--- src/rtl/csr_rmw_pkg.sv ---
package csr_rmw_pkg;

  typedef enum logic [2:0] {
    FN_NONE0   = 3'd0,
    FN_SWAP    = 3'd1,
    FN_SET     = 3'd2,
    FN_CLR     = 3'd3,
    FN_NONE4   = 3'd4,
    FN_SWAPIMM = 3'd5,
    FN_SETIMM  = 3'd6,
    FN_CLRIMM  = 3'd7
  } csr_func_e;

  typedef enum logic [1:0] {
    MODE_SWAP = 2'd0,
    MODE_SET  = 2'd1,
    MODE_CLR  = 2'd2
  } csr_mode_e;

  typedef struct packed {
    logic      readEn;
    logic      writeReq;
    logic      condWrite;
    logic      useImm;
    csr_mode_e mode;
  } csr_strobe_t;

endpackage

--- src/rtl/csr_rmw_ctrl.sv ---
module csr_rmw_ctrl
  import csr_rmw_pkg::*;
(
  input  logic        opValid,
  input  logic [2:0]  func,
  output csr_strobe_t strobe
);

  always_comb begin
    strobe = '{readEn: 1'b0, writeReq: 1'b0, condWrite: 1'b0,
               useImm: 1'b0, mode: MODE_SWAP};
    if (opValid) begin
      unique case (csr_func_e'(func))
        FN_SWAP, FN_SWAPIMM: begin
          strobe.readEn   = 1'b1;
          strobe.writeReq = 1'b1;
          strobe.mode     = MODE_SWAP;
        end
        FN_SET, FN_SETIMM: begin
          strobe.readEn    = 1'b1;
          strobe.writeReq  = 1'b1;
          strobe.condWrite = 1'b1;
          strobe.mode      = MODE_SET;
        end
        FN_CLR, FN_CLRIMM: begin
          strobe.readEn    = 1'b1;
          strobe.writeReq  = 1'b1;
          strobe.condWrite = 1'b1;
          strobe.mode      = MODE_CLR;
        end
        default: ;
      endcase
      strobe.useImm = func[2];
    end
  end

endmodule

--- src/rtl/csr_rmw_datapath.sv ---
module csr_rmw_datapath
  import csr_rmw_pkg::*;
#(
  parameter int DATA_W = 64,
  parameter int ADDR_W = 12,
  parameter int IMM_W  = 5,
  parameter int DEPTH  = 8
) (
  input  logic              clk,
  input  logic              rstN,
  input  csr_strobe_t       strobe,
  input  logic [ADDR_W-1:0] csrAddr,
  input  logic [DATA_W-1:0] srcVal,
  input  logic              srcIsZero,
  input  logic [IMM_W-1:0]  zimm,
  output logic [DATA_W-1:0] rdData,
  output logic              wrEn
);

  localparam int IDX_W = (DEPTH > 1) ? $clog2(DEPTH) : 1;

  logic [DEPTH-1:0][DATA_W-1:0] bankQ;
  logic [IDX_W-1:0]  idx;
  logic [DATA_W-1:0] oldVal;
  logic [DATA_W-1:0] operand;
  logic [DATA_W-1:0] newVal;
  logic              opZero;

  assign idx    = csrAddr[IDX_W-1:0];
  assign oldVal = bankQ[idx];
  assign rdData = strobe.readEn ? oldVal : '0;

  always_comb begin
    if (strobe.useImm) begin
      operand = {{(DATA_W-IMM_W){1'b0}}, zimm};
      opZero  = (zimm == '0);
    end else begin
      operand = srcVal;
      opZero  = srcIsZero || (srcVal == '0);
    end
  end

  always_comb begin
    unique case (strobe.mode)
      MODE_SET: newVal = oldVal | operand;
      MODE_CLR: newVal = oldVal & ~operand;
      default:  newVal = operand;
    endcase
  end

  assign wrEn = strobe.writeReq && !(strobe.condWrite && opZero);

  for (genvar e = 0; e < DEPTH; e++) begin : g_entry
    always_ff @(posedge clk or negedge rstN) begin
      if (!rstN) begin
        bankQ[e] <= '0;
      end else if (wrEn && (idx == IDX_W'(e))) begin
        bankQ[e] <= newVal;
      end
    end
  end

  // a register-operand swap leaves the source value in the entry
  p_swap_stores_src_r2: assert property (@(posedge clk) disable iff (!rstN)
    (wrEn && strobe.mode == MODE_SWAP && !strobe.useImm)
      |=> bankQ[$past(idx)] == $past(srcVal));

  // a set never loses a bit that was already high
  p_set_keeps_bits_r3: assert property (@(posedge clk) disable iff (!rstN)
    (wrEn && strobe.mode == MODE_SET)
      |=> (bankQ[$past(idx)] & $past(oldVal)) == $past(oldVal));

  // a clear never raises a bit that was low
  p_clear_no_new_bits_r4: assert property (@(posedge clk) disable iff (!rstN)
    (wrEn && strobe.mode == MODE_CLR)
      |=> (bankQ[$past(idx)] & ~$past(oldVal)) == '0);

  // with no write the whole bank holds its contents
  p_hold_when_idle_r10: assert property (@(posedge clk) disable iff (!rstN)
    !wrEn |=> $stable(bankQ));

endmodule

--- src/rtl/csr_rmw_unit.sv ---
module csr_rmw_unit
  import csr_rmw_pkg::*;
#(
  parameter int DATA_W = 64,
  parameter int ADDR_W = 12,
  parameter int IMM_W  = 5,
  parameter int DEPTH  = 8
) (
  input  logic              clk,
  input  logic              rstN,
  input  logic              opValid,
  input  logic [2:0]        func,
  input  logic [ADDR_W-1:0] csrAddr,
  input  logic [DATA_W-1:0] srcVal,
  input  logic              srcIsZero,
  input  logic [IMM_W-1:0]  zimm,
  output logic [DATA_W-1:0] rdData,
  output logic              wrEn
);

  csr_strobe_t strobe;

  csr_rmw_ctrl u_ctrl (
    .opValid (opValid),
    .func    (func),
    .strobe  (strobe)
  );

  csr_rmw_datapath #(
    .DATA_W (DATA_W),
    .ADDR_W (ADDR_W),
    .IMM_W  (IMM_W),
    .DEPTH  (DEPTH)
  ) u_dp (
    .clk       (clk),
    .rstN      (rstN),
    .strobe    (strobe),
    .csrAddr   (csrAddr),
    .srcVal    (srcVal),
    .srcIsZero (srcIsZero),
    .zimm      (zimm),
    .rdData    (rdData),
    .wrEn      (wrEn)
  );

  // idle or reserved function codes neither read nor write
  p_idle_quiet_r7: assert property (@(posedge clk) disable iff (!rstN)
    (!opValid || func == 3'd0 || func == 3'd4) |-> (rdData == '0 && !wrEn));

  // register set/clear with a zero source field never writes
  p_cond_suppress_r6: assert property (@(posedge clk) disable iff (!rstN)
    (opValid && (func == 3'd2 || func == 3'd3) && srcIsZero) |-> !wrEn);

  // the register swap form always writes
  p_swap_always_writes_r2: assert property (@(posedge clk) disable iff (!rstN)
    (opValid && func == 3'd1) |-> wrEn);

endmodule

--- config.mk ---
export PLATFORM = sky130hd
export DESIGN_NAME = csr_rmw_unit
export DESIGN_NICKNAME = d
export VERILOG_FILES = /design/src/rtl/csr_rmw_pkg.sv /design/src/rtl/csr_rmw_ctrl.sv /design/src/rtl/csr_rmw_datapath.sv /design/src/rtl/csr_rmw_unit.sv
export SDC_FILE = /design/constraint.sdc
export NUM_CORES = 1
export LEC_CHECK = 0
export BUFFER_PORTS_ARGS = -buffer_cell sky130_fd_sc_hd__buf_2
export CORE_UTILIZATION = 39
export CTS_BUF_LIST = sky130_fd_sc_hd__clkbuf_8
export CTS_CLUSTER_DIAMETER = 200
export DETAILED_ROUTE_END_ITERATION = 10
export SLEW_MARGIN = 20
export SYNTH_ARGS = -nofsm -noshare
export SYNTH_HDL_FRONTEND = slang
export SYNTH_SLANG_ARGS = --single-unit
export TNS_END_PERCENT = 100
--- constraint.sdc ---
create_clock -name clk -period 2.8 [get_ports clk]
set_clock_uncertainty 0.2 [all_clocks]
set_input_delay 0.42 -clock clk [delete_from_list [all_inputs] [get_ports clk]]
set_output_delay 0.42 -clock clk [all_outputs]
set_load 0.05 [all_outputs]
==> results of run 1 <==
[where the power goes]
part	internal, W	switching, W	total [W]
Clock	0.00371	0.00310	0.00682
Combinational	0.00353	0.00287	0.00640
Sequential	0.00970	0.00113	0.0108
Total	0.0169	0.00711	0.0241
[cell usage in the layout (no fill, tap or decap), types with 65 or more instances in the layout]
cell type  count
clkbuf_8     116
mux2_2       422
mux4_2       128
mux2_1        90
dfrtp_1      512
buf_4        125
buf_2        121
a21oi_1       65
buf_12        67
nor2_1        73
[logic make-up (layout without fill, tap and decap cells)]
| logic type | Yosys count | count (layout) | share of synthesized area |
|---|---|---|---|
| buffers and inverters | 125 | 528 | 0.0346 |
| multiplexers | 709 | 709 | 0.373 |
| AND/OR/NAND/NOR | 231 | 231 | 0.0440 |
| flip-flops | 512 | 512 | 0.511 |
| other | 0 | 2 | 0 |
| adder cells (fa/ha/maj) | 2 | 2 | 0.000998 |
| AO/OA/AOI/OAI | 143 | 143 | 0.0366 |
[final cells by class]
type                       instances  area share
inverter                           2    0.000241
clock buffer                     116      0.0513
clock inverter                    48     0.00707
multi-input combinational       1085       0.375
tap                              846      0.0340
timing repair buffer             362       0.120
sequential                       512       0.412
antenna                            2    0.000161
[final timing paths]
path / from / endpoint / slack [ps] / cells past startpoint
max: srcVal[31] / wrEn / -140 / 8
min: rstN / u_dp.bankQ[43]$_DFFE_PN0P_ / 90 / 2
max reg2reg: u_dp.bankQ[204]$_DFFE_PN0P_ / u_dp.bankQ[396]$_DFFE_PN0P_ / 520 / 7
min reg2reg: u_dp.bankQ[140]$_DFFE_PN0P_ / u_dp.bankQ[140]$_DFFE_PN0P_ / 290 / 1
max in group asynchronous: rstN / u_dp.bankQ[331]$_DFFE_PN0P_ / 1410 / 3
min in group clk: srcVal[31] / u_dp.bankQ[95]$_DFFE_PN0P_ / 250 / 5
[critical path, delay by kind of cell]
family | cells | cell delay (ps)
compound gates | 1 | 100
buf+inv | 3 | 450
simple gates | 4 | 1340
[metal layers]
layer  track usage  routed length [µm]  up-vias  part of all wire
met1         0.294               31200     8693              0.43
met2         0.372               35700      387              0.50
li1              -                   -     7059                 -
met4        0.0785                1850        0             0.026
met5             0                   0        -                 0
met3        0.0403                3210      108             0.045
[what timing repair did]
action / 4_1_cts / 5_1_grt
pin swaps: 4 / 4
cloned: 14 / 0
hold endpoints to repair: 252 / 0
resized for setup: 74 / 46
buffers inserted: 16 / 10
hold buffers: 1 / 0
setup endpoints to repair: 528 / 417
[metrics by stage]
stage	std cells	cell area [µm²]	hold WS, ps	setup slack [ps]
after detailed placement	2768	28100	204	-960
after CTS	2962	30900	66.0	-233
after global placement	2768	28100	195	-996
after global routing	2973	31100	105	-143
after floorplan	1722	25100	-75.6	96.7
final	2973	31100	94.3	-141
==> impl_metrics.py, run 1 <==
metrics = {
    "grt": {
        "first_global_vias": 17600,
        "grt_max_degree": 87,
        "grtUsageTotal": 0.224,
        "grt_pass1_wl_um": 111000,
        "antenna_found_initial": 2,
        "gr-total-overflow": 0,
    },
    "cells_and_area": {
        "top_regs": "u_dp.bankQ (512)",
        "largest_reg_flops": 512,
        "syn2layout_area_growth_pct": 24.2,
        "fin_nets": 2140,
        "drive_gt1_frac": 0.515,
        "top_register": "u_dp.bankQ",
        "fin_util": 0.492,
        "multi_input_area_mm2": 0.0117,
        "n_fill_cell": 5538,
        "register_area_mm2": 0.0128,
    },
    "floorplanning": {
        "die_area_mm2": 0.0653,
        "die_y_um": 256,
        "core_mm2": 0.0633,
        "num_rows": 92,
        "ios": 153,
        "die_x_um": 256,
        "start_util": 0.396,
    },
    "timing": {
        "max_freq_mhz": 340,
        "setup_tns_ps": -12520,
        "finalCriticalPeriod_ps": 2940,
        "setup_viol": 217,
        "worst_slew_pin_slew_ps": 835,
        "slew_violations": 0,
        "final_hold_viol_count": 0,
        "setup_slack_ps": -141,
        "slew_headroom": 0.440,
        "rsz0062_at_grt": "yes",
        "finalCritPeriodShare": 1.05,
    },
    "clock_tree": {
        "clkTransAtPathRegs_ps": 50,
        "clock_sinks": 512,
        "cts.htree.levels": 3,
        "clock_latency_ps": 700,
        "tritoncts": "built",
        "cts_made_buffers": 87,
        "clockBufferDepth": 3,
        "cts-root-buf": "clkbuf_8",
    },
    "synth": {
        "ys_ff_latch": 512,
        "synthMostInstantiatedCell": "dfrtp_1",
        "ys_top_cells_by_area": "dfrtp_1 51%, mux2_2 19%, mux4_2 12%, mux2_1 4.0%, mux2i_1 2.8%",
        "synth_top_cell_by_area": "dfrtp_1",
        "yosys_warnings": 0,
        "yosys.area.top_type_share": 0.511,
        "avgSynthCellArea_um2": 14.6,
        "synth_edf_count": 0,
        "netlist_instances": 1722,
        "synthArstFlopShare": 1.00,
        "synthTopCellsByCount": "512 x dfrtp_1, 422 x mux2_2, 128 x mux4_2",
        "syn_nets": 1812,
        "ys_types": 33,
        "synth.cell_area_mm2": 0.0251,
        "seq_area_frac_synth": 0.511,
        "synth_ff_type": "dfrtp_1",
    },
    "worst_setup_path": {
        "cp_common_cell": "buf_6",
        "cp.required_ps": 2180,
        "cp.arrival_ps": 2320,
        "path_cells": "buf_6 -> nor4_4 -> buf_6 -> nand4_1 -> or4_4 -> nand2_4 -> a31oi_4 -> buf_6",
        "worst-setup-path-type": "primary input to primary output",
        "critPathMaxFanout": 2,
        "worst_path_largest_cell_delay_ps": 660,
        "worstSetupEndpointType": "primary output",
        "critPathSlowestCell": "or4_4",
        "worstSetupStartpointType": "primary input",
    },
    "hold_path": {
        "hp-class": "primary input to asynchronous set/reset pin",
    },
    "status": {
        "outcome": "finished, violations left",
        "failed_checks": "negative setup slack",
    },
    "power": {
        "power_density_mw_per_mm2": 773,
        "report.power.total_w": 0.0241,
        "cellLeakagePower_nw": 14.5,
        "peakVddDrop_v": 0.000348,
    },
    "placement": {
        "place.detailed.hpwl_um": 45300,
        "io_buffers": 143,
        "globalplace.congestion": 0.798,
    },
    "detailed_routing": {
        "final_antenna_net_count": 0,
        "vias": 16200,
        "drt_first_pass_iters": 5,
        "dr.first_iter.drc_count": 1058,
        "via_per_inst": 5.46,
        "drc": 0,
        "post_drt_wl_per_cell_um": 24.2,
        "routed_wl_um": 71900,
    },
    "run": {
        "drv_cap": 0,
    },
}
Power figures use the tool's default switching activity.
==> inputs of run 2 (changes only) <==
ABC_AREA = 1   (was unset)
==> run 2 against run 1 <==
Against the previous run:
- the run still ends with negative setup slack left
- sequential share of layout area down 3.6 points
- maximum frequency up 3.7%
- wire length up 52%
- utilization down 3.3 points
- combinational power down 13%
- first-iteration DRC count rose to 3.4 times the previous value
- die area up 17%
- critical path type unchanged
- critical endpoint unchanged
==> impl_metrics.py, run 2 <==
metrics = {
    "worst_setup_path": {
        "r2r-start": "u_dp.bankQ[500]$_DFFE_PN0P_",
        "cp.required_ps": 2180,
        "r2r_setup_slack_ps": 1140,
        "path_cells": "buf_2 -> nor2_1 -> nand2_1 -> nor2_1 -> nand2_1 -> nor2_1 -> nand2_1 -> nand2_1 -> a21oi_1 -> buf_2",
        "cp.arrival_ps": 2220,
        "worstSetupStartpointType": "primary input",
        "critPathSlowestCell": "a21oi_1",
        "critPathMaxFanout": 2,
        "worst-setup-path-type": "primary input to primary output",
        "cp_common_cell": "nand2_1",
        "r2r_cells": 8,
        "worstSetupEndpointType": "primary output",
        "r2r_end": "u_dp.bankQ[308]$_DFFE_PN0P_",
        "worst_path_largest_cell_delay_ps": 490,
    },
    "cells_and_area": {
        "largest_reg_flops": 512,
        "drive_gt1_frac": 0.135,
        "top_regs": "u_dp.bankQ (512)",
        "n_fill_cell": 7508,
        "top_register": "u_dp.bankQ",
        "final_cell_mix": "1906 x nand2_1, 512 x nand4_1, 512 x dfrtp_1",
        "fin_nets": 4187,
        "final_common_cell": "nand2_1",
        "fin_util": 0.459,
        "syn2layout_area_growth_pct": 16.1,
    },
    "status": {
        "failed_checks": "negative setup slack",
        "outcome": "finished, violations left",
    },
    "power": {
        "power_density_mw_per_mm2": 670,
        "cellLeakagePower_nw": 17.5,
        "peakVddDrop_v": 0.000362,
    },
    "grt": {
        "use_met1": 0.396,
        "use_met3": 0.0450,
        "gr-total-overflow": 0,
        "grt_max_degree": 123,
        "grt-busiest-layer": "met2",
        "grt_pass1_wl_um": 168000,
        "first_global_vias": 27200,
        "grt_util_met2": 0.440,
        "grtUsageTotal": 0.281,
        "antenna_found_initial": 5,
    },
    "clock_tree": {
        "cts-root-buf": "clkbuf_8",
        "clock_latency_ps": 740,
        "cts_made_buffers": 94,
        "clkTransAtPathRegs_ps": 60,
        "clockBufferDepth": 3,
        "tritoncts": "built",
        "cts.htree.levels": 3,
        "clock_sinks": 512,
    },
    "synth": {
        "avgSynthCellArea_um2": 7.32,
        "synthMostInstantiatedCell": "nand2_1",
        "syn_nets": 4105,
        "synth.cell_area_mm2": 0.0294,
        "yosys_warnings": 0,
        "synthTopCellsByCount": "1907 x nand2_1, 512 x dfrtp_1, 512 x nand4_1",
        "ys_top_cells_by_area": "dfrtp_1 44%, nand2_1 24%, nand4_1 11%, a21oi_4 3.3%, buf_2 2.6%",
        "synth_edf_count": 0,
        "synthArstFlopShare": 1.00,
        "synth_ff_type": "dfrtp_1",
        "netlist_instances": 4015,
        "ys_ff_latch": 512,
        "ys_types": 29,
        "seq_area_frac_synth": 0.436,
        "yosys.area.top_type_share": 0.436,
        "synth_top_cell_by_area": "dfrtp_1",
    },
    "placement": {
        "io_buffers": 143,
        "place.detailed.hpwl_um": 62500,
        "globalplace.congestion": 0.840,
        "pre_cts_ws_ps": 93.8,
    },
    "detailed_routing": {
        "post_drt_wl_per_cell_um": 21.3,
        "routed_wl_um": 109000,
        "vias": 29000,
        "dr.first_iter.drc_count": 3582,
        "final_antenna_net_count": 0,
        "via_per_inst": 5.64,
        "drt_first_pass_iters": 6,
        "drc": 0,
    },
    "hold_path": {
        "min-delay-start": "srcVal[55]",
        "hold_end": "u_dp.bankQ[247]$_DFFE_PN0P_",
        "hp-class": "primary input to register",
        "hold_depth": 5,
    },
    "floorplanning": {
        "die_y_um": 277,
        "die_x_um": 277,
        "start_util": 0.395,
        "die_area_mm2": 0.0765,
        "num_rows": 100,
        "core_mm2": 0.0744,
        "ios": 153,
    },
    "timing": {
        "rsz0062_at_grt": "no",
        "slew_violations": 0,
        "setup_slack_ps": -35.5,
        "slew_headroom": 0.393,
        "final_hold_viol_count": 0,
        "max_freq_mhz": 353,
        "finalCritPeriodShare": 1.01,
        "setup_viol": 1,
        "worst_slew_pin_slew_ps": 907,
        "finalCriticalPeriod_ps": 2840,
    },
    "run": {
        "drv_cap": 0,
    },
}
[run 2: changes by cell type after synthesis, moves of 126 or more]
cell,previous run,this run
buf_2,25,155
mux2_2,422,0
nand2_1,65,1907
nand4_1,4,512
inv_1,2,128
mux4_2,128,0
nand3_1,1,149
[run 2: cell families (layout without fill, tap and decap cells)]
group	Yosys count	after routing	share of synthesized area
buf+inv	480	631	0.0785
compound gates	262	262	0.0697
other cells	0	3	0
simple gates	2759	2759	0.415
flops	512	512	0.436
fa+ha+maj	2	2	0.000851
[run 2: layer usage]
layer,up-vias,part of all wire
met4,2,0.029
met1,14000,0.43
met3,214,0.084
met2,1354,0.45
met5,-,0.00012
li1,13400,-
[run 2: area by class of cell]
class | instances | area [µm²] | area share
diodes | 3 | 7.51 | 0.000220
clock buffers | 114 | 1570 | 0.0460
repair buffers | 331 | 3260 | 0.0954
clock inverters | 51 | 334 | 0.00979
well taps | 969 | 1210 | 0.0355
inverters | 135 | 526 | 0.0154
flip-flops and latches | 512 | 12800 | 0.375
multi-input cells | 3023 | 14400 | 0.422
[run 2: worst max-delay path by stage]
stage	to	start	cells past startpoint	slack, ps
global route	rdData[34]	u_dp.bankQ[418]$_DFFE_PN0P_	7	8
detailed placement	wrEn	srcVal[51]	10	90
floorplan	rdData[48]	csrAddr[1]	7	290
global placement	wrEn	srcVal[51]	10	80
CTS	wrEn	srcVal[51]	10	90
finish	wrEn	srcVal[51]	10	-40
[run 2: what timing repair did]
action                                 4_1_cts  5_1_grt
setup endpoints to repair                    0        2
endpoints found under the hold margin      728        0
hold buffers                                36        0
resized for setup                            0        1
buffers inserted                             0        0
[run 2: worst max-delay path, delay by kind of cell]
| kind | cells | cell delay (ps) |
|---|---|---|
| and+or+nand+nor | 7 | 730 |
| AOI/OAI and AO/OA | 1 | 490 |
| buffers and inverters | 2 | 570 |
[run 2: power by group]
group | switching (W) | internal (W)
clock network | 0.00344 | 0.00397
logic | 0.00366 | 0.00189
registers | 0.000873 | 0.00904
total | 0.00797 | 0.0149
[run 2: metrics by stage]
step / hold WS, ps / area, µm² / cells / total power [W] / setup TNS (ps)
floorplan: -75.6 / 29400 / 4015 / 0.0137 / 0
global placement: 119 / 31900 / 4934 / 0.0153 / 0
detailed placement: 121 / 31900 / 4934 / 0.0154 / 0
CTS: 0.405 / 34100 / 5135 / 0.0229 / 0
global route: 20.3 / 34100 / 5137 / 0.0241 / 0
finish: 46.9 / 34100 / 5138 / 0.0229 / -35.5
